File: src/rtl/pgprot_pkg.sv
// Package pgprot_pkg
// Shared opcode values and the per-command verdict used by the page
// protection controller. Assumes a 3-bit opcode field.
package pgprot_pkg;

    localparam int OP_W = 3;

    localparam logic [OP_W-1:0] OP_READ   = 3'd0;
    localparam logic [OP_W-1:0] OP_WRPAGE = 3'd1;
    localparam logic [OP_W-1:0] OP_WRLOCK = 3'd2;
    localparam logic [OP_W-1:0] OP_WRCFG  = 3'd3;
    localparam logic [OP_W-1:0] OP_SETKEY = 3'd4;
    localparam logic [OP_W-1:0] OP_CHKKEY = 3'd5;

    // Verdict for one command, produced combinationally
    typedef struct packed {
        logic grant;     // command may run
        logic we;        // command writes memory
        logic set_wrote; // a user page write succeeded
        logic set_key;   // key check succeeded
    } pg_verdict_t;

endpackage

File: src/rtl/pgprot_pattern_chk.sv
// Module pgprot_pattern_chk
// Checks that the top CHK_W bits of a data word carry the alternating
// check pattern whose most significant bit is 0 (0101...).
// Assumes CHK_W <= DATA_W. Purely combinational.
module pgprot_pattern_chk #(
    parameter int DATA_W = 32,
    parameter int CHK_W  = 16
) (
    input  logic [DATA_W-1:0] data,
    output logic              ok
);

    logic [CHK_W-1:0] expect_v;

    // Build the expected pattern bit by bit from the MSB down
    for (genvar k = 0; k < CHK_W; k++) begin : g_pat
        assign expect_v[CHK_W-1-k] = 1'(k % 2);
    end

    // Compare the check field with the pattern
    assign ok = (data[DATA_W-1 -: CHK_W] == expect_v);

endmodule

File: src/rtl/pgprot_auth_state.sv
// Module pgprot_auth_state
// Holds the two sticky flags: a user-page write has succeeded, and the
// correct key has been presented. Only the power-on reset clears them.
// Assumes the set inputs are already qualified by a valid command.
module pgprot_auth_state (
    input  logic clk,
    input  logic rst_n,
    input  logic set_wrote,
    input  logic set_key,
    output logic wrote_ok,
    output logic key_ok
);

    // Sticky flags, set once and held until reset
    always_ff @(posedge clk) begin
        if (!rst_n) begin
            wrote_ok <= 1'b0;
            key_ok   <= 1'b0;
        end else begin
            if (set_wrote) wrote_ok <= 1'b1;
            if (set_key)   key_ok   <= 1'b1;
        end
    end

endmodule

File: src/rtl/pgprot_rule_eval.sv
// Module pgprot_rule_eval
// Combinational rule set: decides whether a command may run and, if it
// writes, which page and word to write. Configuration word layout:
// [N_USER-1:0] lock bits, N_USER config guard, N_USER+1 key guard,
// N_USER+2 key required. Assumes CHK_W + N_USER + 3 <= DATA_W and that
// the page index can address N_USER+2 pages.
module pgprot_rule_eval
    import pgprot_pkg::*;
#(
    parameter int DATA_W    = 32,
    parameter int PAGE_W    = 4,
    parameter int N_USER    = 8,
    parameter int CHK_W     = 16,
    parameter int FIXED_PG  = 7
) (
    input  logic [OP_W-1:0]   op,
    input  logic [PAGE_W-1:0] page,
    input  logic [DATA_W-1:0] data,
    input  logic [N_USER-1:0] lock_byte,
    input  logic              cfg_guard,
    input  logic              key_guard,
    input  logic              key_required,
    input  logic [DATA_W-1:0] key_word,
    input  logic              wrote_ok,
    input  logic              key_ok,
    output pg_verdict_t       verdict,
    output logic [PAGE_W-1:0] wpage,
    output logic [DATA_W-1:0] wdata
);

    localparam int UIDX_W = (N_USER > 1) ? $clog2(N_USER) : 1;
    localparam logic [PAGE_W-1:0] CFG_PG = PAGE_W'(N_USER);
    localparam logic [PAGE_W-1:0] KEY_PG = PAGE_W'(N_USER + 1);
    localparam int CG_BIT = N_USER;
    localparam int KG_BIT = N_USER + 1;
    localparam int KR_BIT = N_USER + 2;

    logic [N_USER-1:0] eff_lock;
    logic              pat_ok;
    logic              gate_ok;
    logic              user_hit;
    logic              page_locked;
    logic [DATA_W-1:0] lock_word;
    logic [DATA_W-1:0] cfg_word;

    // Effective lock bits: the fixed page is always protected
    for (genvar i = 0; i < N_USER; i++) begin : g_lock
        if (i == FIXED_PG) begin : g_fixed
            assign eff_lock[i] = 1'b1;
        end else begin : g_plain
            assign eff_lock[i] = lock_byte[i];
        end
    end

    pgprot_pattern_chk #(
        .DATA_W (DATA_W),
        .CHK_W  (CHK_W)
    ) u_pat (
        .data (data),
        .ok   (pat_ok)
    );

    assign gate_ok     = !key_required || key_ok;
    assign user_hit    = (page < CFG_PG);
    assign page_locked = eff_lock[page[UIDX_W-1:0]];

    // Merged lock word: OR of old and new lock bits, guards carried over
    always_comb begin
        lock_word                 = '0;
        lock_word[N_USER-1:0]     = eff_lock | data[N_USER-1:0];
        lock_word[CG_BIT]         = cfg_guard;
        lock_word[KG_BIT]         = key_guard;
        lock_word[KR_BIT]         = key_required;
    end

    // Configuration word: lock bits kept, special bits replaced
    always_comb begin
        cfg_word                  = '0;
        cfg_word[N_USER-1:0]      = lock_byte;
        cfg_word[CG_BIT]          = data[CG_BIT];
        cfg_word[KG_BIT]          = data[KG_BIT];
        cfg_word[KR_BIT]          = data[KR_BIT];
    end

    // Per-opcode permission rules
    always_comb begin
        verdict = '0;
        wpage   = '0;
        wdata   = '0;
        case (op)
            OP_READ: begin
                verdict.grant = gate_ok && (page <= CFG_PG);
            end
            OP_WRPAGE: begin
                verdict.grant     = gate_ok && user_hit && !page_locked;
                verdict.we        = verdict.grant;
                verdict.set_wrote = verdict.grant;
                if (verdict.grant) begin
                    wpage = page;
                    wdata = data;
                end
            end
            OP_WRLOCK: begin
                verdict.grant = gate_ok && pat_ok && wrote_ok;
                verdict.we    = verdict.grant;
                if (verdict.grant) begin
                    wpage = CFG_PG;
                    wdata = lock_word;
                end
            end
            OP_WRCFG: begin
                verdict.grant = gate_ok && pat_ok && !cfg_guard;
                verdict.we    = verdict.grant;
                if (verdict.grant) begin
                    wpage = CFG_PG;
                    wdata = cfg_word;
                end
            end
            OP_SETKEY: begin
                verdict.grant = gate_ok && !key_guard;
                verdict.we    = verdict.grant;
                if (verdict.grant) begin
                    wpage = KEY_PG;
                    wdata = data;
                end
            end
            OP_CHKKEY: begin
                verdict.grant   = (data == key_word);
                verdict.set_key = verdict.grant;
            end
            default: begin
                verdict = '0;
            end
        endcase
    end

endmodule

File: src/rtl/pgprot_ctrl.sv
// Module pgprot_ctrl
// Top of the page write-protection and key controller. Evaluates each
// decoded command against the stored protection state, registers the
// verdict and the write request one clock after cmd_valid, and pulses
// revert_pulse on every abort. Assumes one command per valid cycle.
module pgprot_ctrl
    import pgprot_pkg::*;
#(
    parameter int DATA_W   = 32,
    parameter int PAGE_W   = 4,
    parameter int N_USER   = 8,
    parameter int CHK_W    = 16,
    parameter int FIXED_PG = 7
) (
    input  logic              clk,
    input  logic              rst_n,
    input  logic              cmd_valid,
    input  logic [OP_W-1:0]   cmd_op,
    input  logic [PAGE_W-1:0] cmd_page,
    input  logic [DATA_W-1:0] cmd_data,
    input  logic [N_USER-1:0] lock_byte,
    input  logic              cfg_guard,
    input  logic              key_guard,
    input  logic              key_required,
    input  logic [DATA_W-1:0] key_word,
    output logic              dec_valid,
    output logic              dec_grant,
    output logic              dec_abort,
    output logic              revert_pulse,
    output logic              mem_we,
    output logic [PAGE_W-1:0] mem_page,
    output logic [DATA_W-1:0] mem_wdata
);

    pg_verdict_t       verdict;
    logic [PAGE_W-1:0] wpage;
    logic [DATA_W-1:0] wdata;
    logic              wrote_ok;
    logic              key_ok;

    pgprot_rule_eval #(
        .DATA_W   (DATA_W),
        .PAGE_W   (PAGE_W),
        .N_USER   (N_USER),
        .CHK_W    (CHK_W),
        .FIXED_PG (FIXED_PG)
    ) u_rules (
        .op           (cmd_op),
        .page         (cmd_page),
        .data         (cmd_data),
        .lock_byte    (lock_byte),
        .cfg_guard    (cfg_guard),
        .key_guard    (key_guard),
        .key_required (key_required),
        .key_word     (key_word),
        .wrote_ok     (wrote_ok),
        .key_ok       (key_ok),
        .verdict      (verdict),
        .wpage        (wpage),
        .wdata        (wdata)
    );

    pgprot_auth_state u_auth (
        .clk       (clk),
        .rst_n     (rst_n),
        .set_wrote (cmd_valid && verdict.set_wrote),
        .set_key   (cmd_valid && verdict.set_key),
        .wrote_ok  (wrote_ok),
        .key_ok    (key_ok)
    );

    // Decision register: one verdict per valid command
    always_ff @(posedge clk) begin
        if (!rst_n) begin
            dec_valid    <= 1'b0;
            dec_grant    <= 1'b0;
            dec_abort    <= 1'b0;
            revert_pulse <= 1'b0;
        end else begin
            dec_valid    <= cmd_valid;
            dec_grant    <= cmd_valid && verdict.grant;
            dec_abort    <= cmd_valid && !verdict.grant;
            revert_pulse <= cmd_valid && !verdict.grant;
        end
    end

    // Write request register: page and word only with a granted write
    always_ff @(posedge clk) begin
        if (!rst_n) begin
            mem_we    <= 1'b0;
            mem_page  <= '0;
            mem_wdata <= '0;
        end else if (cmd_valid && verdict.we) begin
            mem_we    <= 1'b1;
            mem_page  <= wpage;
            mem_wdata <= wdata;
        end else begin
            mem_we    <= 1'b0;
            mem_page  <= '0;
            mem_wdata <= '0;
        end
    end

endmodule


File: config.mk
export PLATFORM = sky130hd
export DESIGN_NAME = pgprot_ctrl
export DESIGN_NICKNAME = d
export VERILOG_FILES = /design/src/rtl/pgprot_pkg.sv /design/src/rtl/pgprot_pattern_chk.sv /design/src/rtl/pgprot_auth_state.sv /design/src/rtl/pgprot_rule_eval.sv /design/src/rtl/pgprot_ctrl.sv
export SDC_FILE = /design/constraint.sdc
export NUM_CORES = 1
export LEC_CHECK = 0
export ABC_AREA = 1
export CORE_ASPECT_RATIO = 1.5
export CORE_MARGIN = 4
export CORE_UTILIZATION = 41
export CTS_CLUSTER_SIZE = 40
export DETAILED_ROUTE_END_ITERATION = 6
export PLACE_DENSITY = 0.86
export SKIP_LAST_GASP = 1
export SLEW_MARGIN = 15
export SYNTH_ARGS = -nofsm -noshare
export SYNTH_HDL_FRONTEND = slang
export SYNTH_SLANG_ARGS = --single-unit
File: constraint.sdc
create_clock -name clk -period 2.3 [get_ports clk]
set_clock_uncertainty 0.1 [all_clocks]
set_input_delay 0.23 -clock clk [delete_from_list [all_inputs] [get_ports clk]]
set_output_delay 0.23 -clock clk [all_outputs]
set_load 0.1 [all_outputs]
==> results.md, run 1 <==
- Top cells by area, synth: dfxtp_1, nor2_1, nand2_1
- Post_cts resized: 0
- Share of layout cells above drive strength 1: 15.6%
- Most numerous cell in the Yosys netlist: nor2_1
- Clock Root Buffer: clkbuf_8
- Number of global-route vias before repair: 2386
- Post-Place Worst Slack: 0.135 ns
- Register-to-register setup slack: 0.52 ns
- Core area: 5160 um2
- Buffers added on ports: 125
- Syn_nets: just under 400
- Vias: 2399
- Post-route minimum period: ~1.9 ns
- Leakage: 1.55 nW
- Clock transition at path regs: 0.08 ns
- Critical path arrival: 1.96 ns
- Unique masters post-synth: 27
- Largest area contributor in the synthesized netlist: dfxtp_1
- Post-placement cell area: 3390 um2
- Clock Latency Late Sink: 0.29 ns
- Die Span Y: 97.5 um
- Buffer depth of the longest clock path: 2
- Die width: 67.6 um
- Reg2reg path depth: 8
- Fin worst setup slack: 0.415 ns
- Hold Slack: 0.400 ns
- Critical path type: input port to flip-flop
- Fin crit share: 82.0%
- DRC errors left: 0
- Synth Area per Inst: 7.06 um2
- Synth top cells by count: nor2_1, nand2_1, dfxtp_1, inv_1, nand3_1
- Peak VDD IR: 0.000290 V
- Crit path capture type: flip-flop
- Post-synth EDFFs: 0
- Count of pins over their slew limit: 0
- Synthesized area: around 2200 um2
- Post-synth top area share: between 30% and 40%
- Worst rel slew slack: 72.7%
- Synth Register Bits: 42
- Crit start category: input port
- Total CTS buffers: 5
- Final setup violating endpoints: 0
- Largest net degree at the start of global routing: 31
- CP max-delay cell: clkdlybuf4s50_1
- Worst Path Required: approximately 2.4 ns
- All-Layer GR Usage: roughly a fifth
- I/O pin count: between 100 and 150
- Router iterations before antenna repair: 4
- Largest incremental delay on the critical path: between 0.5 and 0.6 ns
- Cells after synthesis: 310
- Initial DRC count: 107
- Routed WL: 6890 um
- Status: finished clean
- Placed wire-length estimate: 5700 um
- Post-route cell area: 3500 um2
- Worst-Margin Slew: 0.406 ns
- R2R Path End: mem_wdata[7]
- RSZ-0062 raised after global routing: no
- Hold WC Path Type: flip-flop to flip-flop
- Setup TNS: 0 ns
- CTS hold repair buffers: 0
- PD cells: ~470 nW/um2
- Hold Path End: u_auth.key_ok
- Rows: 32
- Ys flop type: dfxtp_1
- Total of max-cap violations: 0
- Sequential area share after synthesis: 38.4%
- Diode count: 0
- Grt ovf: 0
- Fmax: 530 MHz
- Asr flop ratio synth: 0%
- Area grow syn2layout: 60.0%
- Synth warnings: 0
- Hold Crit Depth: 2
- Crit path max fanout: 30
- Fin. Hold Viols: 0
- Postcts setup bufs: 0
- GP Congestion: 0.906
- Die ar.: around 6600 um2
- Initial antenna violation count: 0
- Critical Path, Cell by Cell: clkdlybuf4s50_1 > inv_1 > nand2_1 > nand3_1 > nand2_1 > inv_1 > nand3_2 > nand4_4 > nand2_4 > nor2_1
- Vias per inst: 4.71
- H-tree depth: 2
- Fillers: 437
- Starting Density: 42.3%
- Final #Nets: approximately 530
- First-pass GRT wire length: 10400 um
- Hold wc startpoint: u_auth.key_ok
- Routed wire length per instance: ~14 um
- CTS tree: built
- CTS Sinks: 42
- FF-to-FF Start: u_auth.key_ok
- Post-DRT Antenna Nets: 0
==> critical path: cells and delay by family <==
family | cells | cell delay, ns
AND/OR/NAND/NOR | 7 | 0.98
buffers and inverters | 3 | 0.74
==> cell families (layout without fill, tap and decap cells) <==
logic type	count (synthesis)	count (layout)	share of synthesized area [%]
compound gates	22	22	5.95
xor+xnor	24	24	9.61
buf+inv	41	172	8.75
flops	42	42	38.4
simple gates	181	181	37.2
==> power breakdown <==
group	switching [W]	leakage, nW	total [W]	internal (W)
clock network	0.000252	0.0579	0.000572	0.000320
logic	0.000155	1.16	0.000341	0.000186
registers	0.00000112	0.339	0.000730	0.000729
total	0.000408	1.55	0.00164	0.00123
==> per-stage QoR <==
stage / utilization (%) / total power (W) / cells
final: 67.8 / 0.00164 / 509
after floorplan: - / 0.000886 / 310
after global placement: 65.6 / 0.00108 / 501
after detailed placement: 65.6 / 0.00109 / 501
after CTS: 67.8 / 0.00165 / 509
after global routing: 67.8 / 0.00171 / 509
==> layout by cell type (no fill, tap or decap), types with 2 or more instances in the layout <==
cell type / n
o22ai_1: 2
clkbuf_8: 5
nor3_1: 3
a21oi_2: 2
or2_2: 4
buf_4: 45
xnor2_1: 11
nand3_1: 23
nand2_1: 62
nor3_2: 2
a21oi_1: 7
clkdlybuf4s50_1: 84
a22oi_1: 3
nor2_1: 73
nand4_1: 5
inv_1: 35
xor2_1: 13
nand3_2: 2
clkinv_2: 2
dfxtp_1: 42
o21ai_0: 7
==> layout make-up <==
class,count,area [um2],share of cell area [%]
Multi-Input combinational cell,227,1150,33.0
Sequential cell,42,841,24.0
Timing Repair Buffer,129,1180,33.7
Clock inverter,3,40.0,1.14
Inverter,35,131,3.75
Tap cell,68,85.1,2.43
Clock buffer,5,68.8,1.97
==> flip-flops by register name, indices dropped and copies added, names as in the netlist <==
signal	count
u_auth.key_ok	1
u_auth.wrote_ok	1
mem_wdata	32
mem_page	4
mem_we	1
dec_grant	1
revert_pulse	1
dec_valid	1
==> worst max path at each step <==
stage / startpoint / endpoint / slack (ns)
after global routing: cmd_page[0] / mem_wdata[25] / 0.27
final: cmd_page[0] / mem_wdata[10] / 0.41
after floorplan: revert_pulse / revert_pulse / 0.61
after global placement: cmd_op[0] / mem_page[1] / 0.21
after detailed placement: cmd_page[0] / mem_wdata[10] / 0.14
after CTS: cmd_data[21] / mem_wdata[7] / 0.44
==> layer usage <==
layer  vias to the layer above  wire length [um]  GRT usage (%)  part of all wire, %
met5                         -                 0              0                    0
met4                         0               130           6.72                  1.9
met3                        11               531           4.05                  7.7
met2                       107              3820           41.0                   55
met1                      1052              2410           19.5                   35
li1                       1229                 -              -                    -
(Power assumes the default switching activity.)
==> inputs of run 2 (changes only) <==
--- a/config.mk
+++ b/config.mk
@@ -8,10 +8,10 @@
 export ABC_AREA = 1
 export CORE_ASPECT_RATIO = 1.5
 export CORE_MARGIN = 4
-export CORE_UTILIZATION = 41
+export CORE_UTILIZATION = 38
 export CTS_CLUSTER_SIZE = 40
 export DETAILED_ROUTE_END_ITERATION = 6
-export PLACE_DENSITY = 0.86
+export PLACE_DENSITY = 0.8
 export SKIP_LAST_GASP = 1
 export SLEW_MARGIN = 15
 export SYNTH_ARGS = -nofsm -noshare
==> constraint.sdc (replaced) <==
create_clock -name clk -period 1.75 [get_ports clk]
set_clock_uncertainty 0.1 [all_clocks]
set_input_delay 0.175 -clock clk [delete_from_list [all_inputs] [get_ports clk]]
set_output_delay 0.175 -clock clk [all_outputs]
set_load 0.1 [all_outputs]
==> results.md, run 2 (same netlist as run 1, synthesis figures left out) <==
- Status: finished clean
- Fin. Hold Viols: 0
- Die width: 69.9 um
- Grt ovf: 0
- H-tree depth: 2
- Multi-input logic area: 1190 um2
- Crit start category: input port
- Largest register FFs: 32
- Vias per inst: 4.72
- Final #Nets: 570
- Starting Density: 39.5%
- GP Congestion: 0.895
- Number of global-route vias before repair: 2767
- Initial antenna violation count: 0
- Largest net degree at the start of global routing: 31
- Top flop regs: mem_wdata: 32 flops, mem_page: 4 flops
- CTS tree: built
- Die Span Y: 101 um
- Critical path arrival: about 1.8 ns
- Storage element area: 841 um2
- R2R Path End: mem_wdata[4]
- Router iterations before antenna repair: 4
- Placed wire-length estimate: 6360 um
- Fmax: 591 MHz
- Reg2reg path depth: 9
- Setup crit end: mem_wdata[4]
- All-Layer GR Usage: between 20% and 30%
- Total of max-cap violations: 0
- Largest register by flop count: mem_wdata
- Count of pins over their slew limit: 0
- Total CTS buffers: 5
- FF-to-FF Start: u_auth.key_ok
- Most frequent cells in the layout: clkdlybuf4s50_1, buf_4, nor2_1, nand2_1, dfxtp_1
- Fin crit share: 96.7%
- Clock transition at path regs: 0.08 ns
- Post-Place Worst Slack: -0.241 ns
- Util after Layout: between 70 and 80%
- Buffers added on ports: 125
- Clock Latency Late Sink: 0.29 ns
- First-pass GRT wire length: approximately 12000 um
- Hold WC Path Type: input port to flip-flop
- Crit path max fanout: 8
- Routed wire length per instance: 13.6 um
- Post-DRT Antenna Nets: 0
- Routed WL: 7570 um
- Commonest non-fill, non-tap cell in the layout: clkdlybuf4s50_1
- Core area: 5530 um2
- DRC errors left: 0
- Critical path type: input port to flip-flop
- Area grow syn2layout: 83.6%
- Worst Path Required: around 1.9 ns
- Fin worst setup slack: 0.0583 ns
- Buffer depth of the longest clock path: 2
- Total power: 0.00213 W
- Rows: 33
- Final setup violating endpoints: 0
- Fillers: 462
- RSZ-0062 raised after global routing: no
- Peak VDD IR: 0.000430 V
- Clock Root Buffer: clkbuf_8
- I/O pin count: 126
- Diode count: 0
- Initial DRC count: 163
- PD cells: 530 nW/um2
- Leakage: 1.80 nW
- Worst rel slew slack: 80.3%
- Vias: 2625
- Die ar.: 7060 um2
- CTS hold repair buffers: 0
- Worst-Margin Slew: a little under 0.3 ns
- Share of layout cells above drive strength 1: between 20% and 30%
- Register-to-register setup slack: 0.15 ns
- Post-route minimum period: 1.69 ns
- Crit path from: cmd_op[2]
- CTS Sinks: 42
- Crit path capture type: flip-flop
## run 2: repair_timing
| action | 4_1_cts | 5_1_grt |
|---|---|---|
| buffers inserted | 0 | 2 |
| endpoints found under the hold margin | 0 | 0 |
| setup endpoints to repair | 0 | 36 |
| resized for setup | 0 | 13 |
## run 2: per-stage QoR
stage	cells	TNS, ns	hold WS [ns]	area [um2]
4_1_cts	554	0	0.364	3960
3_3_place_gp	546	-6.06	0.367	3870
5_1_grt	556	0	0.123	4020
3_5_place_dp	546	-7.93	0.377	3870
2_1_floorplan	310	0	0.187	2190
6_report	556	0	0.116	4020
## run 2: metal layers
| metal | vias to the layer above | routed length, um | global-route usage, % |
|---|---|---|---|
| li1 | 1315 | - | - |
| met1 | 1168 | 2650 | 20.5 |
| met2 | 117 | 4090 | 42.6 |
| met3 | 25 | 497 | 5.09 |
| met4 | 0 | 340 | 11.9 |
| met5 | - | 0 | 0 |
## run 2: layout make-up
cell class | count | share of cell area [%]
clock buffer | 7 | 2.15
clock inverter | 1 | 0.125
inverter | 35 | 3.27
multi-input combinational | 227 | 29.6
sequential | 42 | 20.9
tap | 70 | 2.18
timing repair buffer | 174 | 41.7
## run 2: critical path: stages
cell             delay [ns]
clkdlybuf4s50_1        0.47
inv_1                  0.13
nand2_1                0.10
nor3b_2                0.26
nand3_2                0.15
buf_4                  0.20
o21ai_0                0.17
a21oi_1                0.07
nor2_1                 0.10
## run 2: report_power, final
group | total (W) | internal (W) | switching (W)
clock network | 0.000635 | 0.000318 | 0.000316
registers | 0.000962 | 0.000958 | 0.00000321
logic | 0.000531 | 0.000303 | 0.000228
total | 0.00213 | 0.00158 | 0.000547
## run 2: worst min path at each step
stage / start / cells past startpoint / endpoint / slack [ns]
final: cmd_data[16] / 3 / mem_wdata[16] / 0.12
after global routing: cmd_data[16] / 3 / mem_wdata[16] / 0.12
after CTS: cmd_data[12] / 3 / mem_wdata[12] / 0.36
after detailed placement: u_auth.key_ok / 2 / u_auth.key_ok / 0.38
after global placement: u_auth.key_ok / 2 / u_auth.key_ok / 0.37
after floorplan: cmd_data[19] / 2 / mem_wdata[19] / 0.19
